$ cat src/rtl/fast_a20_pkg.sv
package fast_a20_pkg;
  localparam int unsigned A20_DATA_W = 8;
  localparam logic [A20_DATA_W-1:0] A20_ARM_CMD = 8'hD1;

  typedef enum logic {
    DEC_IDLE  = 1'b0,
    DEC_ARMED = 1'b1
  } a20_dec_e;
endpackage

$ cat src/rtl/a20_rst_sync.sv
module a20_rst_sync (
  input  logic clk,
  input  logic rst_n,
  output logic rst_sync_n
);
  logic [1:0] sync_q;

  always_ff @(posedge clk or negedge rst_n) begin
    if (!rst_n) sync_q <= 2'b00;
    else        sync_q <= {sync_q[0], 1'b1};
  end

  assign rst_sync_n = sync_q[1];
endmodule

$ cat src/rtl/a20_chan_filter.sv
module a20_chan_filter #(
  parameter int unsigned CHAN_W    = 2,
  parameter int unsigned DATA_W    = 8,
  parameter int unsigned GATE_CHAN = 1
) (
  input  logic              host_wr,
  input  logic [CHAN_W-1:0] host_chan,
  input  logic              host_is_cmd,
  input  logic [DATA_W-1:0] host_data,
  input  logic              fast_en,
  input  logic [DATA_W-1:0] arm_value,
  output logic              cmd_arm,
  output logic              cmd_other,
  output logic              data_hit
);
  localparam logic [CHAN_W-1:0] CHAN_SEL = CHAN_W'(GATE_CHAN);

  logic qualified;

  always_comb begin
    qualified = host_wr && fast_en && (host_chan == CHAN_SEL);
    cmd_arm   = qualified && host_is_cmd && (host_data == arm_value);
    cmd_other = qualified && host_is_cmd && (host_data != arm_value);
    data_hit  = qualified && !host_is_cmd;
  end
endmodule

$ cat src/rtl/a20_cfg_reg.sv
module a20_cfg_reg (
  input  logic clk,
  input  logic rst_n,
  input  logic cfg_we,
  input  logic cfg_fast_en,
  input  logic cfg_fw_gate,
  output logic fast_en_q,
  output logic fw_gate_q,
  output logic en_rise,
  output logic en_fall
);
  logic fast_en_d;
  logic fw_gate_d;

  always_comb begin
    fast_en_d = fast_en_q;
    fw_gate_d = fw_gate_q;
    if (cfg_we) begin
      fast_en_d = cfg_fast_en;
      fw_gate_d = cfg_fw_gate;
    end
    en_rise = cfg_we && cfg_fast_en && !fast_en_q;
    en_fall = cfg_we && !cfg_fast_en && fast_en_q;
  end

  always_ff @(posedge clk or negedge rst_n) begin
    if (!rst_n) begin
      fast_en_q <= 1'b0;
      fw_gate_q <= 1'b1;
    end else if (cfg_we) begin
      fast_en_q <= fast_en_d;
      fw_gate_q <= fw_gate_d;
    end
  end
endmodule

$ cat src/rtl/a20_cmd_fsm.sv
module a20_cmd_fsm #(
  parameter int unsigned DATA_W   = 8,
  parameter int unsigned GATE_BIT = 1
) (
  input  logic              clk,
  input  logic              rst_n,
  input  logic              cmd_arm,
  input  logic              cmd_other,
  input  logic              data_hit,
  input  logic [DATA_W-1:0] host_data,
  input  logic              en_rise,
  input  logic              en_fall,
  output logic              armed,
  output logic              hw_gate_q
);
  import fast_a20_pkg::*;

  a20_dec_e state_q, state_d;
  logic     hw_gate_d;
  logic     upd;

  always_comb begin
    state_d   = state_q;
    hw_gate_d = hw_gate_q;
    if (cmd_arm) begin
      state_d = DEC_ARMED;
    end else if (cmd_other) begin
      state_d = DEC_IDLE;
    end else if (data_hit && state_q == DEC_ARMED) begin
      hw_gate_d = host_data[GATE_BIT];
      state_d   = DEC_IDLE;
    end
    if (en_rise) begin
      hw_gate_d = 1'b1;
      state_d   = DEC_IDLE;
    end
    if (en_fall) begin
      state_d = DEC_IDLE;
    end
    upd = (state_d != state_q) || (hw_gate_d != hw_gate_q);
  end

  always_ff @(posedge clk or negedge rst_n) begin
    if (!rst_n) begin
      state_q   <= DEC_IDLE;
      hw_gate_q <= 1'b1;
    end else if (upd) begin
      state_q   <= state_d;
      hw_gate_q <= hw_gate_d;
    end
  end

  assign armed = (state_q == DEC_ARMED);
endmodule

$ cat src/rtl/fast_a20_gate.sv
module fast_a20_gate #(
  parameter int unsigned CHAN_W    = 2,
  parameter int unsigned DATA_W    = fast_a20_pkg::A20_DATA_W,
  parameter int unsigned GATE_CHAN = 1,
  parameter int unsigned GATE_BIT  = 1
) (
  input  logic              clk,
  input  logic              rst_n,
  input  logic              host_wr,
  input  logic [CHAN_W-1:0] host_chan,
  input  logic              host_is_cmd,
  input  logic [DATA_W-1:0] host_data,
  input  logic              cfg_we,
  input  logic              cfg_fast_en,
  input  logic              cfg_fw_gate,
  output logic              gate_out,
  output logic              gate_status
);
  import fast_a20_pkg::*;

  localparam logic [DATA_W-1:0] ARM_VALUE = DATA_W'(A20_ARM_CMD);

  logic rst_sync_n;
  logic fast_en_q, fw_gate_q, en_rise, en_fall;
  logic cmd_arm, cmd_other, data_hit;
  logic armed, hw_gate_q;

  a20_rst_sync u_rst (
    .clk       (clk),
    .rst_n     (rst_n),
    .rst_sync_n(rst_sync_n)
  );

  a20_cfg_reg u_cfg (
    .clk        (clk),
    .rst_n      (rst_sync_n),
    .cfg_we     (cfg_we),
    .cfg_fast_en(cfg_fast_en),
    .cfg_fw_gate(cfg_fw_gate),
    .fast_en_q  (fast_en_q),
    .fw_gate_q  (fw_gate_q),
    .en_rise    (en_rise),
    .en_fall    (en_fall)
  );

  a20_chan_filter #(
    .CHAN_W   (CHAN_W),
    .DATA_W   (DATA_W),
    .GATE_CHAN(GATE_CHAN)
  ) u_filt (
    .host_wr    (host_wr),
    .host_chan  (host_chan),
    .host_is_cmd(host_is_cmd),
    .host_data  (host_data),
    .fast_en    (fast_en_q),
    .arm_value  (ARM_VALUE),
    .cmd_arm    (cmd_arm),
    .cmd_other  (cmd_other),
    .data_hit   (data_hit)
  );

  a20_cmd_fsm #(
    .DATA_W  (DATA_W),
    .GATE_BIT(GATE_BIT)
  ) u_fsm (
    .clk      (clk),
    .rst_n    (rst_sync_n),
    .cmd_arm  (cmd_arm),
    .cmd_other(cmd_other),
    .data_hit (data_hit),
    .host_data(host_data),
    .en_rise  (en_rise),
    .en_fall  (en_fall),
    .armed    (armed),
    .hw_gate_q(hw_gate_q)
  );

  assign gate_out    = fast_en_q ? hw_gate_q : fw_gate_q;
  assign gate_status = gate_out;
endmodule

$ cat config.mk
export PLATFORM = sky130hd
export DESIGN_NAME = fast_a20_gate
export DESIGN_NICKNAME = d
export VERILOG_FILES = /design/src/rtl/fast_a20_pkg.sv /design/src/rtl/a20_rst_sync.sv /design/src/rtl/a20_chan_filter.sv /design/src/rtl/a20_cfg_reg.sv /design/src/rtl/a20_cmd_fsm.sv /design/src/rtl/fast_a20_gate.sv
export SDC_FILE = /design/constraint.sdc
export NUM_CORES = 1
export LEC_CHECK = 0
export BUFFER_PORTS_ARGS = -buffer_cell sky130_fd_sc_hd__buf_4
export CORE_AREA = 2 2 39 41
export CTS_BUF_LIST = sky130_fd_sc_hd__clkbuf_8
export CTS_CLUSTER_SIZE = 8
export DETAILED_ROUTE_END_ITERATION = 8
export DIE_AREA = 0 0 41 43
export PLACE_DENSITY_LB_ADDON = 0.12
export SLEW_MARGIN = 20
export SYNTH_ARGS = -nofsm -noshare
export SYNTH_HDL_FRONTEND = slang
export SYNTH_SLANG_ARGS = --single-unit
$ cat constraint.sdc
create_clock -name clk -period 1.1 [get_ports clk]
set_clock_uncertainty 0.1 [all_clocks]
set_input_delay 0.275 -clock clk [delete_from_list [all_inputs] [get_ports clk]]
set_output_delay 0.275 -clock clk [all_outputs]
set_load 0.01 [all_outputs]
==> results by group <==
Placement
  • Place WS: -0.639 ns
  • Port bufs: 18
  • Detailed Place HPWL: 591 um
  • RD Place Congestion: 0.659

Timing
  • Setup TNS: -1.44 ns
  • Period utilization: 1.39
  • Peak Freq: 656 MHz
  • Hold Violations, Final: 0
  • Worst setup margin: -0.424 ns
  • Setup-failing EPs final: 5
  • Unrepaired setup endpoints after global routing: yes
  • Fin. max-slew vios: 0
  • Fin crit period: approximately 1.5 ns

Pwr
  • Leakage: ~0.27 nW
  • Worst vdd ir: between 0.6 and 0.7 mV
  • Total power: 0.726 mW
  • Pwr per Cell Area: 1210 nW/um2

Clock tree
  • Clock buffer depth: 2
  • Clk_lat worst skew: around 0.22 ns
  • CTS tree: yes
  • CTS Buf Count: 3
  • H-tree depth: 1
  • CTS root buf: clkbuf_8
  • Clock tree sinks: 6
  • Clock transition at path regs: 0.04 ns

Die
  • # rows: 14
  • Initial Util: 0.219
  • Die area: between 1500 and 2000 um2
  • I/O pin cnt: 19
  • Horiz. Die Dim: 41 um
  • Die Y: 43 um
  • Core Box Area: 1380 um2

Worst setup path
  • R2r setup slk: -0.39 ns
  • Startpoint Class: register
  • CP endpoint kind: output pin
  • CP peak stage delay: approximately 0.38 ns
  • Delay-heaviest family, CP: flip-flops
  • Critical path type: reg2out
  • Most used cell, CP: buf_6
  • Crit path buf inv count: 2
  • Crit path max fanout: 2
  • Critical-path top delay cell: dfrtp_1
  • Crit path DAT: 1.15 ns
  • Worst EP required: 0.72 ns
  • CP cell instances: buf_6 > mux2_4 > buf_6

Yosys
  • Mapped Area: just over 300 um2
  • Yosys cell types: 18
  • Mean Syn Cell Area: 12.6 um2
  • Syn nets: 41
  • Register area share after synthesis: 0.504
  • Synth Instances: 24
  • YS warnings: 0
  • #FFs+latches synth: 6

Cells and area
  • Layout area overhead: 97.5%
  • Footprint of the multi-input gates: 158 um2
  • Diodes inserted: 0
  • Register area: approximately 150 um2
  • Final Util: 0.432
  • Layout cells sized above 1: 0.673
  • Post-layout nets: between 70 and 80
  • Fillers: roughly 150

GRT
  • Largest net degree at the start of global routing: 5
  • Total grt overflow: 0
  • Antenna violations before repair: 0
  • First-pass GRT wire length: roughly 1200 um
  • Gr usage total: 0.105
  • Vias in the first global route: 354

Drt
  • Vias per cell: 4.37
  • WL/cell: 12.0 um
  • Final wirelength: 816 um
  • Via count: between 200 and 300
  • First-pass DRT Iterations: 4
  • Iter 0 DRT Violations: 5
  • # DRC: 0
  • Antenna violation net count after detailed routing: 0

Worst hold path
  • Hold Path Class: reg2async

Outcome
  • Outcome: complete, but fails checks
  • Violated checks: setup timing

Flow run
  • Max-cap viol count: 0
==> sequential cells by signal, summed over array words and instances (netlist names) <==
register	flops
u_fsm.armed	1
u_cfg.fast_en_q	1
u_rst.sync_q	2
u_fsm.hw_gate_q	1
u_cfg.fw_gate_q	1
==> cell type report <==
type / count / area share
clock buffers: 3 / 0.0690
multi-input cells: 16 / 0.264
repair buffers: 26 / 0.372
well taps: 16 / 0.0335
flip-flops and latches: 6 / 0.255
inverters: 1 / 0.00628
==> worst register-to-register path: cells and delay by family, from the launching register on <==
| family | cells | cell delay [ns] |
|---|---|---|
| buffers and inverters | 1 | 0.11 |
| DFF | 1 | 0.36 |
| and+or+nand+nor | 2 | 0.66 |
| AOI/OAI and AO/OA | 1 | 0.18 |
==> kinds of logic after synthesis <==
logic type,after synthesis,synth area share
other,1,0.0124
and+or+nand+nor,8,0.236
DFF,6,0.504
buffers and inverters,2,0.0372
AOI/OAI and AO/OA,3,0.0702
xor gates and xnor gates,1,0.0289
muxes,3,0.112
==> worst paths after layout <==
| path | end | depth (start not counted) | start |
|---|---|---|---|
| setup / recovery | gate_status | 3 | u_cfg.fast_en_q |
| hold / removal | u_fsm.hw_gate_q | 0 | u_rst.sync_q[1] |
| hold reg to reg | u_fsm.hw_gate_q | 0 | u_rst.sync_q[1] |
| min in group clk | u_fsm.armed | 2 | cfg_we |
| setup reg to reg | u_fsm.armed | 4 | u_cfg.fast_en_q |
| max in group asynchronous | u_fsm.armed | 1 | u_rst.sync_q[1] |
==> power by group <==
group | switching, mW | internal (mW)
sequential | 0.00684 | 0.236
clock | 0.0907 | 0.235
combinational | 0.0493 | 0.108
total | 0.147 | 0.579
==> synthesized netlist by cell type <==
library cell	instances	area, um2
a22oi_1	1	7.51
buf_4	1	7.51
conb_1	1	3.75
dfrtp_1	4	100
dfstp_2	2	52.6
inv_1	1	3.75
mux2_1	1	11.3
mux2_2	2	22.5
nand2_1	1	3.75
nand2_8	1	20.0
nand2b_1	1	6.26
nand3b_1	2	15.0
nand4b_1	1	8.76
o21ai_1	1	5.00
o311ai_1	1	8.76
or4_1	1	7.51
or4b_1	1	10.0
xor2_1	1	8.76
==> through the flow <==
step	cell area (um2)	cells	hold slack, ns
floorplan	310	24	-0.121
global placement	477	60	-0.0425
detailed placement	477	60	-0.0420
CTS	583	67	0.135
global route	598	68	0.144
finish	598	68	0.123
==> placed cells by master, fill, tap and decap left out, drive strengths merged <==
cell type    count
o21ai            1
nand3b           2
xor2             1
inv              1
nand2b           1
conb             1
o311ai           1
nand2            2
mux2             3
clkbuf           3
nand4b           1
or4b             1
dfstp            2
dlygate4sd3      2
dfrtp            4
buf             24
or4              1
a22oi            1
==> timing repair <==
| action | 4_1_cts | 5_1_grt |
|---|---|---|
| pin swaps | 3 | 0 |
| endpoints found under the setup margin | 4 | 5 |
| resized for setup | 7 | 2 |
| hold buffers | 2 | 0 |
| buffers inserted | 3 | 1 |
| hold endpoints to repair | 4 | 0 |
==> layer usage <==
layer	vias up	global-route usage	routed length [um]
met5	-	0	0
met4	0	0.0800	6
met3	2	0.0314	58
met2	10	0.191	463
met1	144	0.0825	288
li1	141	-	-
No activity file was read; power rests on OpenSTA's default activity.
